==> config.mk <==
export PLATFORM = sky130hd
export DESIGN_NAME = burst_col_gen
export DESIGN_NICKNAME = d
export VERILOG_FILES = /design/src/rtl/burst_pkg.sv /design/src/rtl/burst_len_decode.sv /design/src/rtl/burst_beat_ctr.sv /design/src/rtl/burst_col_map.sv /design/src/rtl/burst_col_gen.sv
export SDC_FILE = /design/constraint.sdc
export NUM_CORES = 1
export LEC_CHECK = 0
export CORE_MARGIN = 4
export CORE_UTILIZATION = 48
export DETAILED_ROUTE_END_ITERATION = 8
export PLACE_DENSITY = 0.75
export REMOVE_ABC_BUFFERS = 1
export SYNTH_ARGS = -nofsm -noshare
export SYNTH_HDL_FRONTEND = slang
export SYNTH_SLANG_ARGS = --single-unit
==> constraint.sdc <==
create_clock -name clk_i -period 2 [get_ports clk_i]
set_clock_uncertainty 0.15 [all_clocks]
set_input_delay 0.4 -clock clk_i [delete_from_list [all_inputs] [get_ports clk_i]]
set_output_delay 0.4 -clock clk_i [all_outputs]
set_load 0.05 [all_outputs]
==> src/rtl/burst_pkg.sv <==
package burst_pkg;
  localparam int unsigned LEN_CODE_W = 3;

  typedef enum logic {
    ORD_SEQ = 1'b0,
    ORD_ILV = 1'b1
  } order_e;
endpackage

==> src/rtl/burst_len_decode.sv <==
module burst_len_decode #(
  parameter int unsigned COL_W     = 8,
  parameter int unsigned FIXED_MAX = 3
) (
  input  logic [burst_pkg::LEN_CODE_W-1:0] code_i,
  output logic [COL_W-1:0]                 mask_o,
  output logic                             full_o
);
  assign full_o = int'(code_i) > int'(FIXED_MAX);

  // mask covers the bits that move inside the burst block
  for (genvar i = 0; i < COL_W; i++) begin : g_mask
    assign mask_o[i] = full_o | (int'(code_i) > i);
  end
endmodule

==> src/rtl/burst_beat_ctr.sv <==
module burst_beat_ctr #(
  parameter int unsigned COL_W = 8
) (
  input  logic                clk_i,
  input  logic                rst_ni,
  input  logic                start_i,
  input  logic                term_i,
  input  logic [COL_W-1:0]    start_col_i,
  input  logic [COL_W-1:0]    mask_i,
  input  logic                full_i,
  input  burst_pkg::order_e   order_i,
  output logic                active_o,
  output logic                last_o,
  output logic [COL_W-1:0]    beat_o,
  output logic [COL_W-1:0]    base_o,
  output logic [COL_W-1:0]    mask_o,
  output logic                full_o,
  output burst_pkg::order_e   order_o
);
  logic             active_q;
  logic [COL_W-1:0] beat_q, base_q, mask_q;
  logic             full_q;
  burst_pkg::order_e order_q;

  assign last_o = active_q & ~full_q & (beat_q == mask_q);

  always_ff @(posedge clk_i or negedge rst_ni) begin
    if (!rst_ni) begin
      active_q <= 1'b0;
      beat_q   <= '0;
      base_q   <= '0;
      mask_q   <= '0;
      full_q   <= 1'b0;
      order_q  <= burst_pkg::ORD_SEQ;
    end else if (start_i) begin
      active_q <= 1'b1;
      beat_q   <= '0;
      base_q   <= start_col_i;
      mask_q   <= mask_i;
      full_q   <= full_i;
      order_q  <= full_i ? burst_pkg::ORD_SEQ : order_i;
    end else if (term_i) begin
      active_q <= 1'b0;
    end else if (active_q) begin
      if (last_o) active_q <= 1'b0;
      else        beat_q   <= beat_q + 1'b1;
    end
  end

  assign active_o = active_q;
  assign beat_o   = beat_q;
  assign base_o   = base_q;
  assign mask_o   = mask_q;
  assign full_o   = full_q;
  assign order_o  = order_q;
endmodule

==> src/rtl/burst_col_map.sv <==
module burst_col_map #(
  parameter int unsigned COL_W = 8
) (
  input  logic [COL_W-1:0]  base_i,
  input  logic [COL_W-1:0]  beat_i,
  input  logic [COL_W-1:0]  mask_i,
  input  burst_pkg::order_e order_i,
  output logic [COL_W-1:0]  col_o
);
  logic [COL_W-1:0] sum;
  logic [COL_W-1:0] seq_col, ilv_col;

  assign sum     = base_i + beat_i;
  assign seq_col = (base_i & ~mask_i) | (sum & mask_i);
  assign ilv_col = base_i ^ (beat_i & mask_i);

  always_comb begin
    unique case (order_i)
      burst_pkg::ORD_ILV: col_o = ilv_col;
      default:            col_o = seq_col;
    endcase
  end
endmodule

==> src/rtl/burst_col_gen.sv <==
module burst_col_gen #(
  parameter int unsigned COL_W     = 8,
  parameter int unsigned FIXED_MAX = 3
) (
  input  logic                             clk_i,
  input  logic                             rst_ni,
  input  logic                             start_i,
  input  logic [COL_W-1:0]                 start_col_i,
  input  logic [burst_pkg::LEN_CODE_W-1:0] len_code_i,
  input  logic                             ilv_i,
  input  logic                             term_i,
  output logic [COL_W-1:0]                 col_o,
  output logic                             valid_o,
  output logic                             done_o
);
  logic [COL_W-1:0]  dec_mask, beat, base, cfg_mask;
  logic              dec_full, cfg_full, active, last;
  burst_pkg::order_e cfg_order, in_order;

  assign in_order = ilv_i ? burst_pkg::ORD_ILV : burst_pkg::ORD_SEQ;

  burst_len_decode #(.COL_W(COL_W), .FIXED_MAX(FIXED_MAX)) i_dec (
    .code_i (len_code_i),
    .mask_o (dec_mask),
    .full_o (dec_full)
  );

  burst_beat_ctr #(.COL_W(COL_W)) i_ctr (
    .clk_i       (clk_i),
    .rst_ni      (rst_ni),
    .start_i     (start_i),
    .term_i      (term_i),
    .start_col_i (start_col_i),
    .mask_i      (dec_mask),
    .full_i      (dec_full),
    .order_i     (in_order),
    .active_o    (active),
    .last_o      (last),
    .beat_o      (beat),
    .base_o      (base),
    .mask_o      (cfg_mask),
    .full_o      (cfg_full),
    .order_o     (cfg_order)
  );

  burst_col_map #(.COL_W(COL_W)) i_map (
    .base_i  (base),
    .beat_i  (beat),
    .mask_i  (cfg_mask),
    .order_i (cfg_order),
    .col_o   (col_o)
  );

  assign valid_o = active;
  assign done_o  = last;
endmodule

==> results of run 1 <==
## state kept, by name, indices dropped and copies added (netlist names)
signal and flops:
i_ctr.active_o 1, i_ctr.base_o 8, i_ctr.beat_o 8, i_ctr.mask_o 7
i_ctr.order_o 1
## critical path: cells and delay by family (launching register included)
family / cells / cell delay (ns)
adder cells (fa/ha/maj): 2 / 0.55
AO/OA/AOI/OAI: 3 / 0.53
AND/OR/NAND/NOR: 2 / 0.22
buffers and inverters: 3 / 0.34
flip-flops: 1 / 0.40
## worst paths after layout
check | from | endpoint
min | rst_ni | i_ctr.base_o[5]$_DFFE_PN0P_
max in group asynchronous | rst_ni | i_ctr.beat_o[7]$_DFFE_PN0P_
min in group clk_i | i_ctr.base_o[5]$_DFFE_PN0P_ | i_ctr.base_o[5]$_DFFE_PN0P_
max | i_ctr.beat_o[0]$_DFFE_PN0P_ | col_o[6]
max reg2reg | i_ctr.beat_o[0]$_DFFE_PN0P_ | i_ctr.beat_o[7]$_DFFE_PN0P_
min reg2reg | i_ctr.base_o[5]$_DFFE_PN0P_ | i_ctr.base_o[5]$_DFFE_PN0P_
## kinds of logic (layout without fill, tap and decap cells)
family	Yosys count	after routing	share of synthesized area, %
buffers and inverters	15	90	3.34
adder cells (fa/ha/maj)	17	17	13.1
flip-flops	25	25	37.1
AND/OR/NAND/NOR	62	62	19.0
multiplexers	10	10	6.46
AO/OA/AOI/OAI	35	35	12.6
XOR/XNOR	16	16	8.32
## per-stage QoR
stage          power, uW  cells  instance area, um^2  util (%)
3_3_place_gp        1210    286                 2390      70.9
3_5_place_dp        1230    286                 2390      70.9
6_report            1620    301                 2770      82.2
2_1_floorplan        874    175                 1670         -
4_1_cts             1530    295                 2580      76.6
5_1_grt             1680    301                 2770      82.2
## report_power, final
part	total [uW]	switching [uW]	internal (uW)	leakage, uW
logic	791	397	393	0.000889
registers	573	32.9	540	0.000307
clock network	259	183	76.8	0.0000139
total	1620	613	1010	0.00121
## cells in the mapped netlist, types with 2 or more instances
library cell,instances,area [um^2]
dfrtp_1,25,626
nor2_1,21,78.8
ha_1,16,200
a21oi_1,15,75.1
nand2_1,13,48.8
o21ai_0,12,60.1
xor2_1,12,105
inv_1,10,37.5
mux2_2,7,78.8
nand3b_1,5,37.5
nand3_1,4,20.0
nand4_1,4,25.0
xnor2_1,4,35.0
clkbuf_1,3,11.3
mux2i_1,3,30.0
nor3_1,3,15.0
a31oi_1,2,12.5
and3_1,2,12.5
buf_1,2,7.51
nor2b_1,2,12.5
or4_1,2,15.0
## metal layers
metal	part of all wire (%)	routed length, um
met4	3.9	236
met2	52	3150
met3	5.0	304
met1	39	2330
met5	0	0
## what timing repair did
action                                  4_1_cts  5_1_grt
setup buffers                                 6        9
pin swaps                                    11       21
gates resized for setup                      25       33
endpoints found under the setup margin       18       18
## area by class of cell
type / count / area (um^2)
Clock inverter: 1 / 7.51
Multi-Input combinational cell: 140 / 1240
Timing Repair Buffer: 76 / 772
Fill cell: 191 / 598
Sequential cell: 25 / 626
Tap cell: 46 / 57.6
Inverter: 10 / 37.5
Clock buffer: 3 / 22.5
==> summary.md, run 1 <==
| Metric | Value |
|---|---|
| Status | `finished, violations left` |
| Violated checks | `negative setup slack` |
| Synth Cell Area | `1680 um^2` |
| Reg2reg path depth | `8` |
| Type of the most critical hold path | `input port to asynchronous set/reset pin` |
| Startpoint Class | `flip-flop` |
| Vias | `about 1700` |
| H-Tree Depth | `1` |
| I/O Buffers | `25` |
| Setup Crit Path Kind | `flip-flop to primary output` |
| Worst EP required | `between 1 and 1.5 ns` |
| RD Place Congestion | `0.853` |
| Area growth syn-to-layout | `64.2%` |
| Worst slew pin tran | `roughly 0.42 ns` |
| Number of core rows | `21` |
| Core area | `3360 um^2` |
| CTS Buf Count | `3` |
| Area of the die | `~4500 um^2` |
| PnR worst setup slack | `-0.921 ns` |
| Drt drc | `0` |
| Global-route wire length before repair | `8380 um` |
| GR Layer Usage met1 | `27.9%` |
| Fin Hold WS | `approximately 0.25 ns` |
| Synthesized flop and latch total | `25` |
| CP Cell Sequence | `ha_2, inv_2, fa_2, nor2b_2, o21a_1, o21ai_2, a211oi_2, nor3_2, buf_4, buf_12` |
| Dpl hpwl | `between 3000 and 4000 um` |
| Fmax | `around 340 MHz` |
| Max-slew headroom | `72.0%` |
| Number of synthesized flops with an enable pin | `0` |
| Final TNS setup | `-7.22 ns` |
| Initial DRC count | `165` |
| Width of the chip | `67.2 um` |
| RSZ-0062 raised after global routing | `yes` |
| M2 GR Usage | `between 40% and 50%` |
| Dpl ws | `-0.533 ns` |
| Worst path slowest cell | `dfrtp_1` |
| Syn. warnings | `0` |
| I/O pin cnt | `26` |
| Pins over their slew limit | `0` |
| DR pass1 iterations | `4` |
| Met3 Use GR | `3.83%` |
| Avg Cell Area, Syn | `9.36 um^2` |
| Clk slew on worst S/H paths | `between 0.15 and 0.2 ns` |
| TritonCTS clock tree | `yes` |
| Cell Pwr Density | `587 nW/um^2` |
| Number of global-route vias before repair | `1810` |
| Tot GR Track Use | `approximately a quarter` |
| Ys flop type | `dfrtp_1` |
| ANT nets after route | `0` |
| Register area share after synthesis | `37.1%` |
| Max clock buf depth | `2` |
| Worst-path maximum fanout | `3` |
| Final #Nets | `289` |
| Setup Viol. Count Final | `17` |
| Avg WL per Cell | `20.0 um` |
| Die outline height | `just under 70 um` |
| Fin. Hold Viols | `0` |
| Total congestion overflow | `0` |
| Fin crit period | `2.92 ns` |
| Vias per Instance | `~5.8` |
| Period utilization | `146%` |
| Synth unique cells | `34` |
| Maximum vdd ir drop | `0.577 mV` |
| R2R setup slack | `-0.26 ns` |
| Hold-fix buffers at CTS | `0` |
| Cell count after synthesis | `180` |
| Worst stage delay on the critical path | `0.40 ns` |
| GRT Max-Usage Layer | `met2` |
| Fraction of registers with async set or reset after synthesis | `100%` |
| Clk_lat worst skew | `between 0.3 and 0.4 ns` |
| Crit. End Element | `primary output` |
| Layout cells sized above 1 | `44.3%` |
| Detailed Route WL | `6020 um` |
| Pleak | `0.00121 uW` |
| CTS sink count | `25` |
| Commonest non-fill, non-tap cell in the layout | `buf_4` |
| CP arrival | `about 2.4 ns` |
| Initial antenna violation count | `0` |
| Starting density of the core | `50.1%` |
| # diodes | `0` |
| CTS root buf | `clkbuf_4` |
| Pin count of the biggest net entering global routing | `32` |
| Commonest non-fill, non-tap cells in the layout | `buf_4, dfrtp_1, nor2_1, clkdlybuf4s50_1, xor2_1` |
| Maxcap violations | `0` |
No activity file was read; power rests on OpenSTA's default activity.
==> inputs of run 2 (changes only) <==
--- a/config.mk
+++ b/config.mk
@@ -6,9 +6,10 @@
 export NUM_CORES = 1
 export LEC_CHECK = 0
 export CORE_MARGIN = 4
-export CORE_UTILIZATION = 48
+export CORE_UTILIZATION = 50
+export CTS_BUF_LIST = sky130_fd_sc_hd__clkbuf_8
 export DETAILED_ROUTE_END_ITERATION = 8
-export PLACE_DENSITY = 0.75
+export PLACE_DENSITY = 0.78
 export REMOVE_ABC_BUFFERS = 1
 export SYNTH_ARGS = -nofsm -noshare
 export SYNTH_HDL_FRONTEND = slang
==> run 2 against run 1 <==
The run still ends with negative setup slack left. Setup slack improved by 0.12 ns. Sequential power up 1%. Critical path depth stayed put. Via count increased by 6.3%. Final cell count down 1.7%. Power is 5.6% higher. Final area grew 3.1%. Register-to-register slack improved by 0.02 ns. Clock power grew 20%. Sequential share of layout area is 0.55 points lower. Largest power group unchanged.
==> summary.md, run 2 (synthesized netlist as in run 1, its figures left out) <==
| Metric | Value |
|---|---|
| Final #Nets | `286 (-1.0%)` |
| PnR worst setup slack | `-0.797 ns (+0.123 ns)` |
| DR pass1 iterations | `5 (+1)` |
| Cell Pwr Density | `601 nW/um^2 (+2.4%)` |
| Vias | `1851 (+6.3%)` |
| Violated checks | `negative setup slack` |
| Fin. Hold Viols | `0 (unchanged)` |
| Width of the chip | `66.0 um (-1.8%)` |
| Pins over their slew limit | `0 (unchanged)` |
| Setup Viol. Count Final | `18 (+1)` |
| Type of the most critical hold path | `input port to asynchronous set/reset pin` |
| Clock share of power | `18.1% (+2.1 points)` |
| Number of core rows | `20 (-4.8%)` |
| Layout cells sized above 1 | `45.6% (+1.3 points)` |
| Clk_lat worst skew | `0.28 ns (-0.06 ns)` |
| Vias per Instance | `6.25 (+8.1%)` |
| Period utilization | `140% (-6.2 points)` |
| Cells after DPL | `283 (-1.0%)` |
| I/O pin cnt | `26 (unchanged)` |
| Design area | `2850 um^2 (+3.1%)` |
| Area of the die | `4360 um^2 (-3.5%)` |
| CTS Buf Count | `3 (unchanged)` |
| CP arrival | `2.25 ns (-0.12 ns)` |
| Area growth syn-to-layout | `69.3%` |
| CTS root buf | `clkbuf_8` |
| I/O Buffers | `25 (unchanged)` |
| Dpl cell area | `2360 um^2 (-0.94%)` |
| Status | `finished, violations left` |
| Dpl hpwl | `3450 um (+2.7%)` |
| Clk slew on worst S/H paths | `0.10 ns (-0.06 ns)` |
| RSZ-0062 raised after global routing | `yes` |
| Setup Crit Path Kind | `flip-flop to primary output` |
| Global-route wire length before repair | `9580 um (+14%)` |
| Fill cells | `114 (-40%)` |
| Tot GR Track Use | `29.4% (+4.4 points)` |
| Fmax | `357 MHz (+4.4%)` |
| Detailed Route WL | `6850 um (+14%)` |
| Maximum vdd ir drop | `0.461 mV (-20%)` |
| Worst-path maximum fanout | `3 (unchanged)` |
| Starting density of the core | `53.8% (+3.8 points)` |
| Max-slew headroom | `73.2% (+1.2 points)` |
| Die outline height | `66.0 um (-1.8%)` |
| P_int | `1080 uW (+6.8%)` |
| Commonest non-fill, non-tap cells in the layout | `buf_4, dfrtp_1, nor2_1, clkdlybuf4s50_1, ha_4` |
| TritonCTS clock tree | `yes` |
| Non-Filler Instances | `296 (-1.7%)` |
| Initial antenna violation count | `0 (unchanged)` |
| Commonest non-fill, non-tap cell in the layout | `buf_4` |
| Max clock buf depth | `2 (unchanged)` |
| Maxcap violations | `0 (unchanged)` |
| Worst EP required | `1.45 ns (about the same)` |
| Initial DRC count | `179 (+8.5%)` |
| Fin crit period | `2.80 ns (-0.123 ns)` |
| Startpoint Class | `flip-flop` |
| Pin count of the biggest net entering global routing | `32 (unchanged)` |
| RD Place Congestion | `0.877 (+2.8%)` |
| Pleak | `0.00120 uW (-1.3%)` |
| Crit. End Element | `primary output` |
| Comb pwr share | `48.0% (-0.7 points)` |
| Dpl ws | `-0.592 ns (-0.0589 ns)` |
| ANT nets after route | `0 (unchanged)` |
| Number of global-route vias before repair | `1884 (+4.1%)` |
| H-Tree Depth | `1 (unchanged)` |
| Avg WL per Cell | `23.1 um (+16%)` |
| CTS sink count | `25 (unchanged)` |
| Worst slew pin tran | `0.402 ns (-0.0182 ns)` |
| Switch Pwr | `636 uW (+3.8%)` |
| Drt drc | `0 (unchanged)` |
| Total congestion overflow | `0 (unchanged)` |
| Sequential fraction of design power | `33.8% (-1.5 points)` |
| # diodes | `0 (unchanged)` |
| Sw Ratio | `37.1% (-0.66 points)` |
| Core area | `3130 um^2 (-7.0%)` |
run 2: final cells by class:
cell class | instances | area [um^2] | area share, %
multi-input cells | 141 | 1350 | 47.4
flip-flops and latches | 25 | 629 | 22.1
clock inverters | 1 | 3.75 | 0.132
clock buffers | 3 | 41.3 | 1.45
repair buffers | 72 | 733 | 25.7
well taps | 44 | 55.1 | 1.93
inverters | 10 | 37.5 | 1.32
run 2: worst max-delay path, stage by stage, from the launching register on:
cell and delay [ns]:
dfrtp_1 0.38, ha_2 0.21, inv_2 0.05, fa_2 0.36, nor2b_1 0.14, o21a_1 0.18
o21ai_2 0.10, and4b_1 0.21, nor3_2 0.10, buf_4 0.13, buf_12 0.12
run 2: worst paths after layout:
kind / slack, ns / from / depth (start not counted) / endpoint
worst min register to register: 0.47 / i_ctr.base_o[3]$_DFFE_PN0P_ / 1 / i_ctr.base_o[3]$_DFFE_PN0P_
worst max register to register: -0.24 / i_ctr.beat_o[6]$_DFFE_PN0P_ / 8 / i_ctr.beat_o[7]$_DFFE_PN0P_
worst min-delay path: 0.33 / rst_ni / 2 / i_ctr.base_o[2]$_DFFE_PN0P_
max in group asynchronous: 1.09 / rst_ni / 2 / i_ctr.beat_o[6]$_DFFE_PN0P_
min in group clk_i: 0.47 / i_ctr.base_o[3]$_DFFE_PN0P_ / 1 / i_ctr.base_o[3]$_DFFE_PN0P_
worst max-delay path: -0.80 / i_ctr.beat_o[0]$_DFFE_PN0P_ / 10 / col_o[6]
run 2: power groups by stage:
stage | sequential [uW] | clock, uW | combinational [uW]
after global placement | 574 | 0 | 626
after CTS | 576 | 313 | 734
after global routing | 584 | 334 | 858
final | 580 | 311 | 823
after floorplan | 588 | 0 | 286
after detailed placement | 578 | 0 | 644
run 2: routing by layer:
| layer | global-route usage (%) | up-vias | routed length, um |
|---|---|---|---|
| met2 | 51.2 | 127 | 3330 |
| li1 | - | 785 | - |
| met5 | 0 | - | 0 |
| met4 | 14.5 | 0 | 352 |
| met3 | 3.74 | 40 | 534 |
| met1 | 35.5 | 899 | 2630 |
run 2: what timing repair did:
item                       in CTS  in global routing
gates cloned                    1                  0
pin swaps                      24                 23
hold buffers                    0                  0
setup endpoints to repair      18                 17
resized for setup              46                 22
setup buffers                   4                  5
run 2: per-stage QoR:
stage	total power, uW	util (%)	hold slack (ns)	setup TNS, ns
floorplan	874	-	-0.0456	-5.68
global placement	1200	75.6	0.399	-2.82
detailed placement	1220	75.6	0.419	-3.62
CTS	1620	86.4	0.354	-4.91
global route	1780	91.2	0.376	-7.62
finish	1710	91.2	0.332	-6.55
==> inputs of run 3 (changes only) <==
--- a/config.mk
+++ b/config.mk
@@ -5,7 +5,6 @@
 export SDC_FILE = /design/constraint.sdc
 export NUM_CORES = 1
 export LEC_CHECK = 0
-export CORE_MARGIN = 4
 export CORE_UTILIZATION = 50
 export CTS_BUF_LIST = sky130_fd_sc_hd__clkbuf_8
 export DETAILED_ROUTE_END_ITERATION = 8
==> run 3 against run 2 <==
The flow still finishes with violations (negative setup slack). Final cell count grew 1.0%. Worst hold slack lost 0.0056 ns. Core utilization shrank 1.4 points. Flip-flop and latch count is the same. Combinational power shrank 2%. Register-to-register slack lost 0.02 ns. Non-clock buffer count grew 3. Largest cell class unchanged.
==> summary.md, run 3 (synthesized netlist as in run 1, its figures left out) <==
| Metric | Value |
|---|---|
| Status | `finished, violations left` |
| Violated checks | `negative setup slack` |
| Cell Pwr Density | `606 nW/um^2 (+0.78%)` |
| Detailed Route WL | `6840 um (-0.13%)` |
| Vias | `1906 (+3.0%)` |
| Fin. Hold Viols | `0 (unchanged)` |
| Period utilization | `141% (+1.1 points)` |
| Hold-fix buffers at CTS | `0 (unchanged)` |
| Non-Filler Instances | `299 (+1.0%)` |
| Final #Nets | `289 (+1.0%)` |
| DR pass1 iterations | `6 (+1)` |
| Die outline height | `60.0 um (-9.1%)` |
| TritonCTS clock tree | `yes` |
| Clk slew on worst S/H paths | `0.10 ns (about the same)` |
| Layout cells sized above 1 | `43.5% (-2.1 points)` |
| Clk_lat worst skew | `0.28 ns (about the same)` |
| Maximum vdd ir drop | `0.455 mV (-1.4%)` |
| Setup Viol. Count Final | `18 (unchanged)` |
| Area of the multi-input gates | `1280 um^2 (-5.1%)` |
| Maxcap violations | `0 (unchanged)` |
| Setup Crit Path Kind | `flip-flop to primary output` |
| Cells after DPL | `283 (unchanged)` |
| Design area | `2810 um^2 (-1.5%)` |
| Number of core rows | `20 (unchanged)` |
| Area of the die | `3600 um^2 (-17%)` |
| ANT nets after route | `0 (unchanged)` |
| Worst EP required | `1.45 ns (about the same)` |
| Fin Hold WS | `0.326 ns (-0.00562 ns)` |
| Avg WL per Cell | `22.9 um (-1.1%)` |
| Dpl hpwl | `3330 um (-3.4%)` |
| CP arrival | `2.27 ns (+0.02 ns)` |
| Pin count of the biggest net entering global routing | `32 (unchanged)` |
| Worst-path maximum fanout | `3 (unchanged)` |
| PnR worst setup slack | `-0.819 ns (-0.0215 ns)` |
| Number of global-route vias before repair | `1869 (-0.80%)` |
| RSZ-0062 raised after global routing | `yes` |
| RD Place Congestion | `0.878 (about the same)` |
| Commonest non-fill, non-tap cell in the layout | `buf_4` |
| Startpoint Class | `flip-flop` |
| Tot GR Track Use | `37.6% (+8.2 points)` |
| H-Tree Depth | `1 (unchanged)` |
| Starting density of the core | `53.8% (unchanged)` |
| Max clock buf depth | `2 (unchanged)` |
| Fill cells | `127 (+11%)` |
| Max-slew headroom | `75.8% (+2.6 points)` |
| Width of the chip | `60.0 um (-9.1%)` |
| Reg area | `626 um^2 (-0.60%)` |
| Worst slew pin tran | `0.363 ns (-0.0384 ns)` |
| Vias per Instance | `6.37 (+1.9%)` |
| Drt drc | `0 (unchanged)` |
| Crit. End Element | `primary output` |
| Pleak | `0.00121 uW (+1.4%)` |
| CTS root buf | `clkbuf_8` |
| Total congestion overflow | `0 (unchanged)` |
| Core area | `3130 um^2 (unchanged)` |
| I/O pin cnt | `26 (unchanged)` |
| Initial antenna violation count | `0 (unchanged)` |
| Dpl cell area | `2360 um^2 (unchanged)` |
| Pins over their slew limit | `0 (unchanged)` |
| Fmax | `355 MHz (-0.76%)` |
| Fin crit period | `2.82 ns (+0.0215 ns)` |
| Commonest non-fill, non-tap cells in the layout | `buf_4, dfrtp_1, nor2_1, clkdlybuf4s50_1, xor2_1` |
| # diodes | `0 (unchanged)` |
| Area growth syn-to-layout | `66.7%` |
| Global-route wire length before repair | `9670 um (+0.93%)` |
| CTS sink count | `25 (unchanged)` |
| CTS Buf Count | `3 (unchanged)` |
| Initial DRC count | `216 (+21%)` |
| I/O Buffers | `25 (unchanged)` |
| Type of the most critical hold path | `input port to asynchronous set/reset pin` |
-- run 3: cell types whose count changed in the layout (fill, tap and decap cells not counted), moves of 2 or more --
| cell | delta |
|---|---|
| ha_4 | -4 |
| dfrtp_2 | -3 |
| dfrtp_1 | +3 |
| o21ai_2 | -2 |
| buf_6 | -2 |
| ha_1 | +4 |
| buf_4 | +4 |
-- run 3: layout make-up --
cell class	instances	area share [%]
well taps	44	1.96
clock inverters	1	0.178
inverters	10	1.34
flip-flops and latches	25	22.3
multi-input cells	141	45.7
repair buffers	75	27.1
clock buffers	3	1.47
-- run 3: metal layers --
layer	track usage [%]	part of all wire [%]
met1	44.3	37
met2	68.9	50
met5	0	0
met4	15.3	5.2
met3	4.11	7.8
-- run 3: where the power goes --
part | internal [uW] | switching [uW]
clock | 140 | 177
sequential | 540 | 37.4
combinational | 390 | 416
total | 1070 | 631
-- run 3: worst max-delay path, stage by stage (launching register included) --
cell     delay, ns
dfrtp_1       0.38
ha_2          0.20
inv_2         0.05
fa_2          0.35
nor2b_2       0.15
o21a_2        0.18
o21ai_4       0.08
and4b_1       0.23
nor3_2        0.11
buf_4         0.14
buf_12        0.12
-- run 3: final timing paths --
path	cells past startpoint	endpoint	from	slack [ns]
min reg2reg	2	i_ctr.base_o[0]$_DFFE_PN0P_	i_ctr.base_o[0]$_DFFE_PN0P_	0.50
max in group asynchronous	2	i_ctr.base_o[7]$_DFFE_PN0P_	rst_ni	1.12
max reg2reg	9	i_ctr.beat_o[0]$_DFFE_PN0P_	i_ctr.beat_o[4]$_DFFE_PN0P_	-0.26
min	2	i_ctr.active_o$_DFF_PN0_	rst_ni	0.33
max	10	col_o[6]	i_ctr.beat_o[0]$_DFFE_PN0P_	-0.82
min in group clk_i	2	i_ctr.base_o[0]$_DFFE_PN0P_	i_ctr.base_o[0]$_DFFE_PN0P_	0.50
-- run 3: per-stage QoR --
step | util (%) | power, uW | setup TNS (ns) | setup WS (ns)
2_1_floorplan | - | 874 | -5.68 | -1.15
3_3_place_gp | 75.6 | 1200 | -2.80 | -0.502
3_5_place_dp | 75.6 | 1220 | -3.88 | -0.588
4_1_cts | 86.8 | 1620 | -5.27 | -0.723
5_1_grt | 89.8 | 1760 | -7.94 | -0.934
6_report | 89.8 | 1700 | -6.90 | -0.819
-- run 3: timing repair --
item,4_1_cts,5_1_grt
pin swaps,32,28
setup buffers,10,8
setup endpoints to repair,18,18
gates resized for setup,46,11
gates cloned,1,0
